==> src/rtl/cfg_addr_xlat.sv <==
module cfg_addr_xlat #(
  parameter logic [31:0] WIN_BASE = 32'h8080_0000,
  parameter int WIN_BITS = 22,
  parameter int SEL_LO = 11,
  parameter int SEL_N = 11,
  localparam int DEV_W = $clog2(SEL_N + 1),
  localparam int CFG_AW = SEL_LO + DEV_W
) (
  input  logic              clk,
  input  logic              rst_n,
  input  logic              req_valid,
  output logic              req_ready,
  input  logic [31:0]       req_addr,
  input  logic              req_write,
  input  logic [1:0]        req_size,
  input  logic [31:0]       req_wdata,
  output logic              resp_valid,
  output logic              resp_hit,
  output logic [31:0]       resp_rdata,
  output logic              cfg_valid,
  input  logic              cfg_ready,
  output logic [CFG_AW-1:0] cfg_addr,
  output logic              cfg_write,
  output logic [3:0]        cfg_be,
  output logic [31:0]       cfg_wdata,
  input  logic [31:0]       cfg_rdata
);
  logic             busy;
  logic [1:0]       size_q, lane_q;
  logic [DEV_W-1:0] dev;
  logic [1:0]       lane;
  logic             hit;
  logic [3:0]       be;
  logic [31:0]      rd_shift;

  assign hit = req_addr[31:WIN_BITS] == WIN_BASE[31:WIN_BITS];

  always_comb begin
    dev = DEV_W'(SEL_N);
    for (int i = SEL_N - 1; i >= 0; i--)
      if (req_addr[SEL_LO + i]) dev = DEV_W'(i);
  end

  always_comb begin
    case (req_size)
      2'd0:    begin lane = req_addr[1:0];        be = 4'b0001 << req_addr[1:0]; end
      2'd1:    begin lane = {req_addr[1], 1'b0};  be = 4'b0011 << {req_addr[1], 1'b0}; end
      default: begin lane = 2'd0;                 be = 4'hF; end
    endcase
  end

  assign req_ready = !busy;
  assign cfg_valid = busy;
  assign rd_shift  = cfg_rdata >> {lane_q, 3'b000};

  always_ff @(posedge clk or negedge rst_n) begin
    if (!rst_n) begin
      busy       <= 1'b0;
      resp_valid <= 1'b0;
      resp_hit   <= 1'b0;
      resp_rdata <= '0;
      cfg_addr   <= '0;
      cfg_write  <= 1'b0;
      cfg_be     <= '0;
      cfg_wdata  <= '0;
      size_q     <= '0;
      lane_q     <= '0;
    end else begin
      resp_valid <= 1'b0;
      if (req_valid && !busy) begin
        if (hit) begin
          busy      <= 1'b1;
          cfg_addr  <= {dev, req_addr[SEL_LO-1:0]};
          cfg_write <= req_write;
          cfg_be    <= be;
          cfg_wdata <= req_wdata << {lane, 3'b000};
          size_q    <= req_size;
          lane_q    <= lane;
        end else begin
          resp_valid <= 1'b1;
          resp_hit   <= 1'b0;
          resp_rdata <= '0;
        end
      end else if (busy && cfg_ready) begin
        busy       <= 1'b0;
        resp_valid <= 1'b1;
        resp_hit   <= 1'b1;
        if (cfg_write)           resp_rdata <= '0;
        else if (size_q == 2'd0) resp_rdata <= {24'd0, rd_shift[7:0]};
        else if (size_q == 2'd1) resp_rdata <= {16'd0, rd_shift[15:0]};
        else                     resp_rdata <= rd_shift;
      end
    end
  end
endmodule

==> config.mk <==
export PLATFORM = sky130hd
export DESIGN_NAME = cfg_addr_xlat
export DESIGN_NICKNAME = d
export VERILOG_FILES = /design/src/rtl/cfg_addr_xlat.sv
export SDC_FILE = /design/constraint.sdc
export NUM_CORES = 1
export LEC_CHECK = 0
export ABC_AREA = 0
export ABC_CLOCK_PERIOD_IN_PS = 5660
export BUFFER_PORTS_ARGS = -buffer_cell sky130_fd_sc_hd__buf_2
export CAP_MARGIN = 20
export CORE_MARGIN = 10
export CORE_UTILIZATION = 30
export CTS_CLUSTER_SIZE = 10
export DETAILED_ROUTE_END_ITERATION = 8
export GPL_TIMING_DRIVEN = 1
export PLACE_DENSITY = 0.61
export RECOVER_POWER = 50
export SKIP_LAST_GASP = 1
export SLEW_MARGIN = 25
export SYNTH_ARGS = -nofsm -noshare
export SYNTH_HDL_FRONTEND = slang
export SYNTH_SLANG_ARGS = --single-unit
==> constraint.sdc <==
create_clock -name clk -period 5.66 [get_ports clk]
set_input_delay 1.132 -clock clk [delete_from_list [all_inputs] [get_ports clk]]
set_output_delay 1.132 -clock clk [all_outputs]
set_load 0.05 [all_outputs]
==> flow_summary.yaml <==
yosys:
  synth_mux_area_frac: 0.139
  synthXorXnorAreaFrac: 0
  post_synthesis_share_of_cell_area_spent_on_and_or_nand_and_nor_gates: 0.156
  synth_top_family_by_area: "compound AO/OA/AOI/OAI gates"
  share_of_the_synthesized_area_in_compound_gates_ao_oa_aoi_oai: 0.167
  synthCells: 441
  synth-seq-area-share: 0.499
  synth_nets: 544
  synth.distinct_cells: 39
  synthAdderAreaFrac: 0
  yosys_warnings: 0
  postSynthRegisterBits: 91
  synth.avg_cell_area_um2: 10.4
  synthesis.area_um2: 4570
sta:
  rsz_0062_raised_after_global_routing: "no"
  period_minus_slack_ns: 3.12
  timing.fmax_ghz: 0.320
  sum_neg_setup_slack_ns: 0
  finalMaxSlewViolations: 41
  finClkSkew_ns: 0.0110
  report.final.setup_viol: 0
  worst-slew-pin-transition_ns: 2.19
  fin_crit_sh: 0.552
  hold_violations: 0
  max_slew_margin: -0.458
critical_path:
  timing.critical_path.max_delay_family: "buffers and inverters"
  r2r-start: "cfg_valid"
  startpoint_kind_of_the_worst_setup_timing_path: "input port"
  worst-path-buf-inv: 2
  critical_path_arrival_ns: 3.49
  critPathSlowestCell: "sky130_fd_sc_hd__clkbuf_1"
  reg2reg_depth: 3
  crit_path_end: "lane_q[1]"
  crit_cells: 2
  reg2reg_slack_ns: 3.26
  critical_path_peak_fanout: 52
  worstReg2RegEnd: "cfg_addr[3]"
  cpPeakStageDelay_ns: 1.52
  required_ns: 6.02
  worstSetupEndpointType: "asynchronous set/reset pin"
  crit_chain: "clkbuf_1 > buf_4"
  critical_path_class: "input port to asynchronous set/reset pin"
  setup.worst_path.start: "rst_n"
placed_design:
  post-place-cells: 791
  hpwl_mm: 11.4
  place_congestion: 0.846
  count_of_buffers_from_port_buffering: 190
clock_network:
  cts_root_buf: "sky130_fd_sc_hd__clkbuf_16"
  cts_inserted_buffers: 9
  cts_hold_buf: 0
  worst_skew_pair.late_latency_ns: 0.35
  numClockSinks: 91
  cts.path.max_buffers: 2
  total_setup_buffers_inserted_after_cts: 0
  clock_tree_from_tritoncts: "done"
  worst_setup_hold_path_clk_slew_ns: 0.06
  post_cts_resize_count: 0
  h-tree-depth: 3
power:
  pwr-share-seq: 0.465
  p_comb_frac: 0.117
  power.internal_mw: 1.06
  total_leakage_power_nw: 2.88
  cellPowerDensity_nw_per_um2: 243
  power_switching_uw: 364
  max-vdd-ir-drop_mv: 0.142
  power_frac_clock: 0.418
  net_switching_share_of_the_total_power: 0.255
status:
  status: "finished, violations left"
  failed_checks: "capacitance limit, slew limit"
min_path:
  hold_class: "register to register"
cells_and_area:
  filler_cell_count: 1525
  fin_util: 0.390
  layout.nets: 717
  final-instance-count-excl-fill: 806
  post_route_cells_drive_above_1_share: 0.327
  areaGrowthSynthToFinish_pct: 28.4
  antenna_cells_inserted: 0
global_route:
  grt_pass1_vias: 4335
  first_pass_grt_wire_length_mm: 23.5
  grt_start_max_net_pins: 93
  globalRoute.totalOverflow: 0
  grt.total_usage: 0.144
  antenna_found_initial: 0
routing:
  firstDrtPassIters: 4
  dr.first_iter.drc_count: 178
  vias: 4077
  postRouteWirelength_mm: 15.0
  post-route-drc-count: 0
  drtAntennaViolNets: 0
  post_drt_wl_per_cell_um: 18.6
  detail_route.vias_per_cell: 5.06
floorplanning:
  floorplan.initialDensity: 0.304
  die_w_um: 143
  io_pins: 191
  core.rowCount: 45
  fp.coreArea_um2: 15000
  fp.dieH_um: 143
  die-area_um2: 20600
run:
  max-cap-violations: 1
==> cell usage after synthesis <==
cell,n,area (µm²)
sky130_fd_sc_hd__o211ai_1,2,15.0
sky130_fd_sc_hd__or4b_1,2,20.0
sky130_fd_sc_hd__o2bb2ai_1,6,52.6
sky130_fd_sc_hd__nor2b_1,14,87.6
sky130_fd_sc_hd__buf_6,4,45.0
sky130_fd_sc_hd__buf_2,5,25.0
sky130_fd_sc_hd__a2111oi_0,2,17.5
sky130_fd_sc_hd__buf_1,3,11.3
sky130_fd_sc_hd__a22o_1,13,114
sky130_fd_sc_hd__a211oi_1,11,82.6
sky130_fd_sc_hd__mux2i_1,29,290
sky130_fd_sc_hd__a221oi_1,1,8.76
sky130_fd_sc_hd__inv_1,4,15.0
sky130_fd_sc_hd__or3b_2,1,8.76
sky130_fd_sc_hd__a21oi_1,8,40.0
sky130_fd_sc_hd__or2_2,3,18.8
sky130_fd_sc_hd__or3_1,1,6.26
sky130_fd_sc_hd__nor2_1,15,56.3
sky130_fd_sc_hd__o21a_1,1,7.51
sky130_fd_sc_hd__a211o_1,6,52.6
sky130_fd_sc_hd__nor3b_2,1,12.5
sky130_fd_sc_hd__nand2b_1,4,25.0
sky130_fd_sc_hd__mux2_2,28,315
sky130_fd_sc_hd__mux2_4,2,30.0
sky130_fd_sc_hd__clkbuf_1,20,75.1
sky130_fd_sc_hd__o41ai_2,1,16.3
sky130_fd_sc_hd__and3_1,11,68.8
sky130_fd_sc_hd__and3b_1,1,8.76
sky130_fd_sc_hd__nor4_1,2,12.5
sky130_fd_sc_hd__dfrtp_1,91,2280
sky130_fd_sc_hd__or4b_4,1,13.8
sky130_fd_sc_hd__o31ai_1,18,135
sky130_fd_sc_hd__buf_4,1,7.51
sky130_fd_sc_hd__and2_1,8,50.1
sky130_fd_sc_hd__o21ai_0,32,160
sky130_fd_sc_hd__nand3_1,5,25.0
sky130_fd_sc_hd__nor4b_1,1,8.76
sky130_fd_sc_hd__a32o_1,6,60.1
sky130_fd_sc_hd__nand2_1,77,289
==> logic make-up (layout without fill, tap and decap cells) <==
kind of cell	after synthesis	count (layout)
AND/OR/NAND/NOR	147	147
AO/OA/AOI/OAI	107	107
flip-flops	91	91
multiplexers	59	59
buffers and inverters	37	214
==> metal layers <==
metal	vias up	wire length, µm	global-route usage
li1	1931	-	-
met1	1946	6400	0.174
met2	180	6720	0.224
met3	20	1630	0.0630
met4	0	252	0.0484
met5	-	0	0
==> how the worst min path moves through the flow <==
stage / from / slack (ns) / cells past startpoint / end
2_1_floorplan: size_q[0] / 0.48 / 1 / size_q[0]
3_3_place_gp: cfg_be[1] / 0.46 / 2 / cfg_be[1]
3_5_place_dp: cfg_addr[12] / 0.46 / 2 / cfg_addr[12]
4_1_cts: cfg_wdata[22] / 0.48 / 2 / cfg_wdata[22]
5_1_grt: cfg_addr[12] / 0.51 / 2 / cfg_addr[12]
6_report: cfg_wdata[24] / 0.48 / 2 / cfg_wdata[24]
==> power groups by stage <==
stage	registers, mW	clock network [mW]	logic (mW)
6_report	0.663	0.594	0.166
3_5_place_dp	0.675	0	0.169
5_1_grt	0.663	0.637	0.183
4_1_cts	0.662	0.617	0.170
3_3_place_gp	0.674	0	0.166
2_1_floorplan	0.698	0	0.0596
==> cell usage in the layout, fill, tap and decap left out, types with 13 or more instances in the layout <==
master / instances
sky130_fd_sc_hd__a22o_1: 13
sky130_fd_sc_hd__buf_2: 145
sky130_fd_sc_hd__clkbuf_1: 47
sky130_fd_sc_hd__dfrtp_1: 90
sky130_fd_sc_hd__mux2_2: 28
sky130_fd_sc_hd__mux2i_1: 29
sky130_fd_sc_hd__nand2_1: 77
sky130_fd_sc_hd__nor2_1: 15
sky130_fd_sc_hd__nor2b_1: 13
sky130_fd_sc_hd__o21ai_0: 32
sky130_fd_sc_hd__o31ai_1: 18
==> sequential cells by signal, indices dropped and copies added (netlist names) <==
signal and flops:
cfg_wdata 32, resp_rdata 32, cfg_addr 15, cfg_be 4
lane_q 2, size_q 2, cfg_valid 1, cfg_write 1
resp_hit 1, resp_valid 1
==> final cells by class <==
cell class	instances	area (µm²)	area share
clock buffers	11	233	0.0397
well taps	188	235	0.0401
repair buffers	195	932	0.159
multi-input cells	313	2120	0.361
flip-flops and latches	91	2280	0.389
clock inverters	4	51.3	0.00875
inverters	4	15.0	0.00256
==> stage by stage <==
step	setup WS, ns	cell area (µm²)	hold WS, ns	power (mW)
after CTS	2.73	5920	0.483	1.45
after global routing	2.02	5860	0.506	1.48
after global placement	2.38	5640	0.464	0.840
after floorplan	2.71	4570	0.480	0.757
after detailed placement	2.35	5640	0.464	0.844
final	2.54	5860	0.480	1.42
(Power assumes the default switching activity.)
